<file path="config.mk">
export PLATFORM = sky130hd
export DESIGN_NAME = vol_env_gen
export DESIGN_NICKNAME = d
export VERILOG_FILES = /design/src/rtl/vol_env_pkg.sv /design/src/rtl/vol_env_cfg.sv /design/src/rtl/vol_env_timer.sv /design/src/rtl/vol_env_level.sv /design/src/rtl/vol_env_gen.sv
export SDC_FILE = /design/constraint.sdc
export NUM_CORES = 1
export LEC_CHECK = 0
export BUFFER_PORTS_ARGS = -buffer_cell sky130_fd_sc_hd__buf_4
export CAP_MARGIN = 20
export CORE_MARGIN = 2
export CORE_UTILIZATION = 50
export CTS_CLUSTER_SIZE = 40
export DETAILED_ROUTE_END_ITERATION = 6
export GPL_TIMING_DRIVEN = 0
export PLACE_DENSITY = 0.74
export REMOVE_ABC_BUFFERS = 1
export SLEW_MARGIN = 20
export SYNTH_ARGS = -nofsm -noshare
export SYNTH_HDL_FRONTEND = slang
export SYNTH_SLANG_ARGS = --single-unit
</file>
<file path="constraint.sdc">
create_clock -name clk -period 2.1 [get_ports clk]
set_clock_uncertainty 0.2 [all_clocks]
set_input_delay 0.105 -clock clk [delete_from_list [all_inputs] [get_ports clk]]
set_output_delay 0.105 -clock clk [all_outputs]
set_load 0.01 [all_outputs]
</file>
<file path="src/rtl/vol_env_pkg.sv">
package vol_env_pkg;
  localparam int CTRL_W      = 16;
  localparam int VOL_W       = 4;
  localparam int PER_W       = 3;
  localparam int ZERO_RELOAD = 8;
  localparam int TMR_W       = $clog2(ZERO_RELOAD + 1);
  localparam int PER_LSB     = 8;
  localparam int DIR_BIT     = PER_LSB + PER_W;
  localparam int VOL_LSB     = DIR_BIT + 1;
  localparam int GATE_LSB    = DIR_BIT;

  typedef logic [VOL_W-1:0] vol_t;
  typedef logic [PER_W-1:0] per_t;
  typedef logic [TMR_W-1:0] tmr_t;

  localparam vol_t VOL_MAX = '1;

  typedef struct packed {
    vol_t init_vol;
    logic rise;
    per_t period;
  } env_cfg_t;

  function automatic env_cfg_t decode_cfg(input logic [CTRL_W-1:PER_LSB] hi);
    env_cfg_t c;
    c.period   = hi[DIR_BIT-1:PER_LSB];
    c.rise     = hi[DIR_BIT];
    c.init_vol = hi[CTRL_W-1:VOL_LSB];
    return c;
  endfunction

  function automatic logic gate_on(input logic [CTRL_W-1:PER_LSB] hi);
    return |hi[CTRL_W-1:GATE_LSB];
  endfunction

  function automatic tmr_t reload_of(input per_t p);
    return (p == '0) ? tmr_t'(ZERO_RELOAD) : tmr_t'(p);
  endfunction

  function automatic vol_t step_vol(input vol_t v, input logic rise);
    if (rise) return (v == VOL_MAX) ? v : v + vol_t'(1);
    else      return (v == '0) ? v : v - vol_t'(1);
  endfunction
endpackage

</file>
<file path="src/rtl/vol_env_cfg.sv">
module vol_env_cfg
  import vol_env_pkg::*;
(
  input  logic                   clk,
  input  logic                   rst_n,
  input  logic                   wr_en,
  input  logic [CTRL_W-1:PER_LSB] wr_hi,
  output env_cfg_t               cfg_o,
  output logic                   dac_en_o,
  output logic                   dac_off_o
);
  logic gate_w;
  assign gate_w = gate_on(wr_hi);

  always_ff @(posedge clk) begin
    if (!rst_n) begin
      cfg_o     <= '0;
      dac_en_o  <= 1'b0;
      dac_off_o <= 1'b0;
    end else begin
      dac_off_o <= wr_en && !gate_w;
      if (wr_en) begin
        cfg_o    <= decode_cfg(wr_hi);
        dac_en_o <= gate_w;
      end
    end
  end
endmodule

</file>
<file path="src/rtl/vol_env_timer.sv">
module vol_env_timer
  import vol_env_pkg::*;
(
  input  logic clk,
  input  logic rst_n,
  input  logic trig,
  input  logic env_tick,
  input  per_t period,
  output tmr_t timer_o,
  output logic expire_o
);
  assign expire_o = env_tick && !trig && (timer_o <= tmr_t'(1));

  always_ff @(posedge clk) begin
    if (!rst_n)        timer_o <= '0;
    else if (trig)     timer_o <= reload_of(period);
    else if (expire_o) timer_o <= reload_of(period);
    else if (env_tick) timer_o <= timer_o - tmr_t'(1);
  end
endmodule

</file>
<file path="src/rtl/vol_env_level.sv">
module vol_env_level
  import vol_env_pkg::*;
(
  input  logic clk,
  input  logic rst_n,
  input  logic trig,
  input  logic expire,
  input  vol_t init_vol,
  input  per_t period,
  input  logic rise,
  output vol_t vol_o
);
  logic step_w;
  assign step_w = expire && (period != '0);

  always_ff @(posedge clk) begin
    if (!rst_n)      vol_o <= '0;
    else if (trig)   vol_o <= init_vol;
    else if (step_w) vol_o <= step_vol(vol_o, rise);
  end
endmodule

</file>
<file path="src/rtl/vol_env_gen.sv">
module vol_env_gen
  import vol_env_pkg::*;
(
  input  logic              clk,
  input  logic              rst_n,
  input  logic              wr_en,
  input  logic [CTRL_W-1:0] wr_data,
  input  logic              trig,
  input  logic              env_tick,
  output logic [VOL_W-1:0]  vol_o,
  output logic              dac_en_o,
  output logic              dac_off_o
);
  env_cfg_t cfg_w;
  tmr_t     timer_w;
  logic     expire_w;

  vol_env_cfg u_cfg (
    .clk(clk), .rst_n(rst_n), .wr_en(wr_en), .wr_hi(wr_data[CTRL_W-1:PER_LSB]),
    .cfg_o(cfg_w), .dac_en_o(dac_en_o), .dac_off_o(dac_off_o)
  );

  vol_env_timer u_tmr (
    .clk(clk), .rst_n(rst_n), .trig(trig), .env_tick(env_tick),
    .period(cfg_w.period), .timer_o(timer_w), .expire_o(expire_w)
  );

  vol_env_level u_lvl (
    .clk(clk), .rst_n(rst_n), .trig(trig), .expire(expire_w),
    .init_vol(cfg_w.init_vol), .period(cfg_w.period), .rise(cfg_w.rise),
    .vol_o(vol_o)
  );
endmodule

</file>
[After elaboration in Yosys (flattened, before gate mapping)]
Index checks and enable logic that the tools add are counted.
Widths: inputs -> output; s select.
Word-level totals
  register bits: 18
  input bits: 21
  output and inout port bits: 6
  word-level logic and storage cells: 36
Operators by class
  add/sub/neg operators: 3
  order comparisons: 1
  equality and inequality tests: 3
  muxes and demuxes: 9
  reduce and logical (&&, ||, !) cells: 13
Operators by type and width (count)
  $mux 4: 9
  $sub 4x1->4 const B: 2
  $ne 3x3->1 const B: 2
  $reduce_bool 3->1: 2
  $reduce_or 5->1: 1
  $add 4x1->4 const B: 1
  $eq 4x4->1 const B: 1
  $le 4x1->1 const B: 1
  $logic_and 1x1->1: 4
  $logic_not 4->1: 1
  $logic_not 3->1: 1
  $reduce_and 3->1: 1
  $logic_not 1->1: 2
  $reduce_bool 2->1: 1

[Longest topological paths before layout]
  depth in word-level cells: 6
  depth in mapped cells: 6
  mapped depth without buffers: 6

[Modules after synthesis]
Synthesis repeated with hierarchy kept, for this count alone.
Second synthesis, totals
  cell total of the unflattened synthesis: 107
  area total of the unflattened synthesis: 1013.5 um^2
By module, submodules not included
  vol_env_cfg: instances 1, cells each 32, area each 377.9 um^2, seq. area each 200.2 um^2
  vol_env_level: instances 1, cells each 38, area each 330.3 um^2, seq. area each 80.1 um^2
  vol_env_timer: instances 1, cells each 37, area each 305.3 um^2, seq. area each 80.1 um^2

[Worst setup path after synthesis]
OpenSTA, ideal clock, no wires.
  path type: register -> register
  from: register u_tmr.timer_o[2]
  to: register u_lvl.vol_o[0]
  library setup time: 74 ps
  data arrival time: 1533 ps
  data required time: 1826 ps
  setup slack: 293 ps
  cell stages (with the launch flop): 5
  buffers on the path: 0
  clock period less this slack: 1807 ps
  path through: dfxtp_1 > or3b_1 > or3_4 > or3_1 > a31oi_1
Between the ends
  longest elaborated chain between the ends: 5
RTL lines
  start, declared: line vol_env_timer.sv:9  | output tmr_t timer_o,
  start signal, assigned: line vol_env_timer.sv:16  | else if (trig) timer_o <= reload_of(period);
  start signal, assigned: line vol_env_timer.sv:17  | else if (expire_o) timer_o <= reload_of(period);
  start signal, assigned: line vol_env_timer.sv:18  | else if (env_tick) timer_o <= timer_o - tmr_t'(1);
  $le 4x1->1: line vol_env_timer.sv:12  | assign expire_o = env_tick && !trig && (timer_o <= tmr_t'(1));
  $logic_and 1x1->1: line vol_env_timer.sv:12
  $logic_and 1x1->1: line vol_env_level.sv:14  | assign step_w = expire && (period != '0);
  $reduce_bool 2->1 (no source line)
  $reduce_and 3->1 (no source line)
  end signal, assigned: line vol_env_level.sv:18  | else if (trig) vol_o <= init_vol;
  end signal, assigned: line vol_env_level.sv:19  | else if (step_w) vol_o <= step_vol(vol_o, rise);
  end, declared: line vol_env_level.sv:11  | output vol_t vol_o
No other way between the ends.
A chain may end at the register's enable or synchronous reset.

[Final worst setup path]
  from: input env_tick
  to: register u_lvl.vol_o[0]
Between the ends
  longest elaborated chain between the ends: 5
RTL lines
  start, declared: line vol_env_gen.sv:9  | input logic env_tick,
  $logic_and 1x1->1 (2 in series): line vol_env_timer.sv:12
  $logic_and 1x1->1: line vol_env_level.sv:14
  $reduce_bool 2->1 (no source line)
  $reduce_and 3->1 (no source line)
No other way between the ends.

==> out/summary.txt <==
Via count = 918
XOR/XNOR share of the synthesized area = 2.81%
Clock share of power = 26.8%
Core Rows = 15
DP HPWL = 1.49 mm
Total of max-cap violations = 0
Placed cell count = 145
Switch Pwr = 243 uW
Grt ovf = 0
Avg Inst Size Synth = 9.00 um^2
CP delay by family, top = simple AND/OR/NAND/NOR gates
TritonCTS Buffers = 3
CP startpoint = env_tick
Pin count of the biggest net entering global routing = 15
Sw Share = 29.4%
CTS tree = built
#FFs+latches synth = 18
Max Slew Vio Count = 0
Crit path cell chain = dlygate4sd3_1 > buf_4 > or3b_1 > or3_4 > or3_1 > a31oi_1
Share of layout cells above drive strength 1 = 18.2%
Synth Area in Compound Gates = 16.3%
Multiplexer share of the synthesized area = 11.8%
Post-synthesis adder-cell area fraction = 7.49%
Ports = 27
Simple-gate area share of the yosys netlist = 19.8%
Diode count = 0
Outcome = complete, no violations
Clock buffer depth = 2
Static leakage = 0.000569 uW
WL per Instance = 15.9 um
CP bufs+invs = 2
Largest family of logic cells by synthesized area = simple AND/OR/NAND/NOR gates
Root buffer cell = clkbuf_4
Crit-path max FO = 5
Worst slew margin = 68.2%
Residual DRC = 0
Fin. Hold Viols = 0
Synth Warn # = 0
Worst Hold Depth = 3
RSZ-0062 raised after global routing = no
Synth top area share = 38.5%
Slowest CP cell = dlygate4sd3_1
Crit-path max cell delay = 0.52 ns
Pwr dens = 624 nW/um^2
Ys async rst share = 0%
P_int = 584 uW
Antenna viol nets, final = 0
RR Startpoint = u_tmr.timer_o[2]$_SDFFE_PN0P_
FMAX = 508 MHz
Vias in the first global route = 898
Setup TNS = 0 ns
Core ar. = 1750 um^2
Cell depth of the worst setup path = 6
Gate Count Post-Synth = 104
FF-to-FF path depth = 4
Vias per cell = 5.46
Sequential-to-total area share from yosys stat = 38.5%
Drt total wl = 2.67 mm
Final #Nets = 170
Yosys top cell by area = dfxtp_1
Place WS = 0.220 ns
Area grow syn2layout = 41.7%
Post-CTS Setup Repair Bufs = 0
Max IR drop VDD = 0.498 mV
Number of port buffers = 18
RD Place Congestion = 0.839
Final setup vio count = 0
Most frequent cell after synthesis = dfxtp_1
Worst Hold Launch = wr_en
TritonCTS Sinks = 18
First-pass DRT Iterations = 4
Sequential fraction of design power = 47.3%
Final Core Density = 76.0%
Synth cell types = 32
Worst Max-Slew Pin Slew = 0.472 ns
WS Path Type = primary input to flip-flop
Post-synth EDFFs = 0
Gr usage total = 26.5%
Final Instance Count excl. Fillers = 168
Most used DFF post-synth = dfxtp_1
Clock-pin slew on the worst setup and hold paths = 0.11 ns
H-tree Lvls = 1
Hold crit path type = primary input to flip-flop
CP arrival = 2.00 ns
Ranking of synthesized cells by area = dfxtp_1 39%, mux2i_1 12%, nor2_1 6.0%
Initial Utilization = 53.6%
Final Critical Period = 1.97 ns
Post-Syn Area = 936 um^2
Critical Path End Type = flip-flop
Die X = 47.3 um
Worst skew pair latency = 0.30 ns
First-pass GRT wire length = 4.11 mm
Initial antenna violation count = 0
Gate power share = 26.0%
Worst setup margin = 0.130 ns
Die height = 47.3 um
Req. time, crit path = 2.13 ns
1st-iter DRT viols = 51
Critical Path Source Type = primary input
Die ar. = 2230 um^2
Post-synth top cells = 18 x dfxtp_1, 15 x nor2_1, 11 x mux2i_1
Fin crit share = 93.8%
## tightest hold or removal path, delay by kind of cell
family	cells	cell delay, ns
AND/OR/NAND/NOR	1	0.11
AO/OA/AOI/OAI	1	0.14
buffers and inverters	1	0.17
## power groups by stage
stage	sequential, uW	clock (uW)	combinational (uW)
after floorplan	393	0	113
after global placement	396	0	164
after detailed placement	397	0	172
after CTS	389	219	202
after global routing	394	233	235
final	391	221	215
## logic make-up after synthesis
| kind of cell | count (synthesis) |
|---|---|
| adders and majority gates | 5 |
| buffers and inverters | 8 |
| DFF | 18 |
| muxes | 11 |
| xor gates and xnor gates | 3 |
| AOI/OAI and AO/OA | 23 |
| and+or+nand+nor | 36 |
## registers in the layout, indices dropped and copies added, names as in the netlist
signal and flops:
u_cfg.dac_off_o 1, u_cfg.cfg_o 8, u_cfg.dac_en_o 1, u_tmr.timer_o 4, u_lvl.vol_o 4
## layer usage
layer | track usage [%] | wire length, um | vias up
met2 | 43.8 | 1330 | 38
met3 | 4.23 | 141 | 9
li1 | - | - | 456
met4 | 10.6 | 74 | 0
met5 | 0 | 0 | -
met1 | 34.2 | 1120 | 415
## area by class of cell
class / instances / area [um^2]
multi-input cells: 78 / 551
fillers: 122 / 419
flip-flops and latches: 18 / 360
repair buffers: 37 / 325
clock buffers: 4 / 36.3
well taps: 25 / 31.3
inverters: 6 / 22.5
## final timing paths
kind | endpoint | slack [ns]
worst min register to register | u_tmr.timer_o[3]$_SDFFE_PN0P_ | 0.30
worst min-delay path | u_cfg.dac_en_o$_SDFFE_PN0P_ | 0.06
worst max register to register | u_lvl.vol_o[0]$_SDFFE_PN0P_ | 0.19
worst max-delay path | u_lvl.vol_o[0]$_SDFFE_PN0P_ | 0.13
## layout by cell type (no fill, tap or decap), drive strengths merged, types with 2 or more instances in the layout
master        n
a21oi         5
a221oi        2
a31oi         2
a32oi         2
and2          2
buf          18
clkbuf        4
dfxtp        18
dlygate4sd3  19
ha            4
inv           6
mux2i        11
nand2         5
nor2         15
nor3          3
nor4          2
o211ai        2
o21ai         5
or3           3
or3b          2
xor2          2
## what timing repair did
action,4_1_cts,5_1_grt
hold endpoints to repair,17,1
gates resized for setup,0,1
hold buffers,18,2
setup endpoints to repair,0,1
## metrics by stage
step | instance area (um^2) | hold WS [ns] | total power, uW
6_report | 1330 | 0.0579 | 827
5_1_grt | 1330 | 0.0723 | 862
4_1_cts | 1310 | -0.0266 | 810
3_5_place_dp | 1090 | 0.0927 | 569
3_3_place_gp | 1090 | 0.0890 | 560
2_1_floorplan | 927 | -0.0190 | 506
Power figures use the tool's default switching activity.
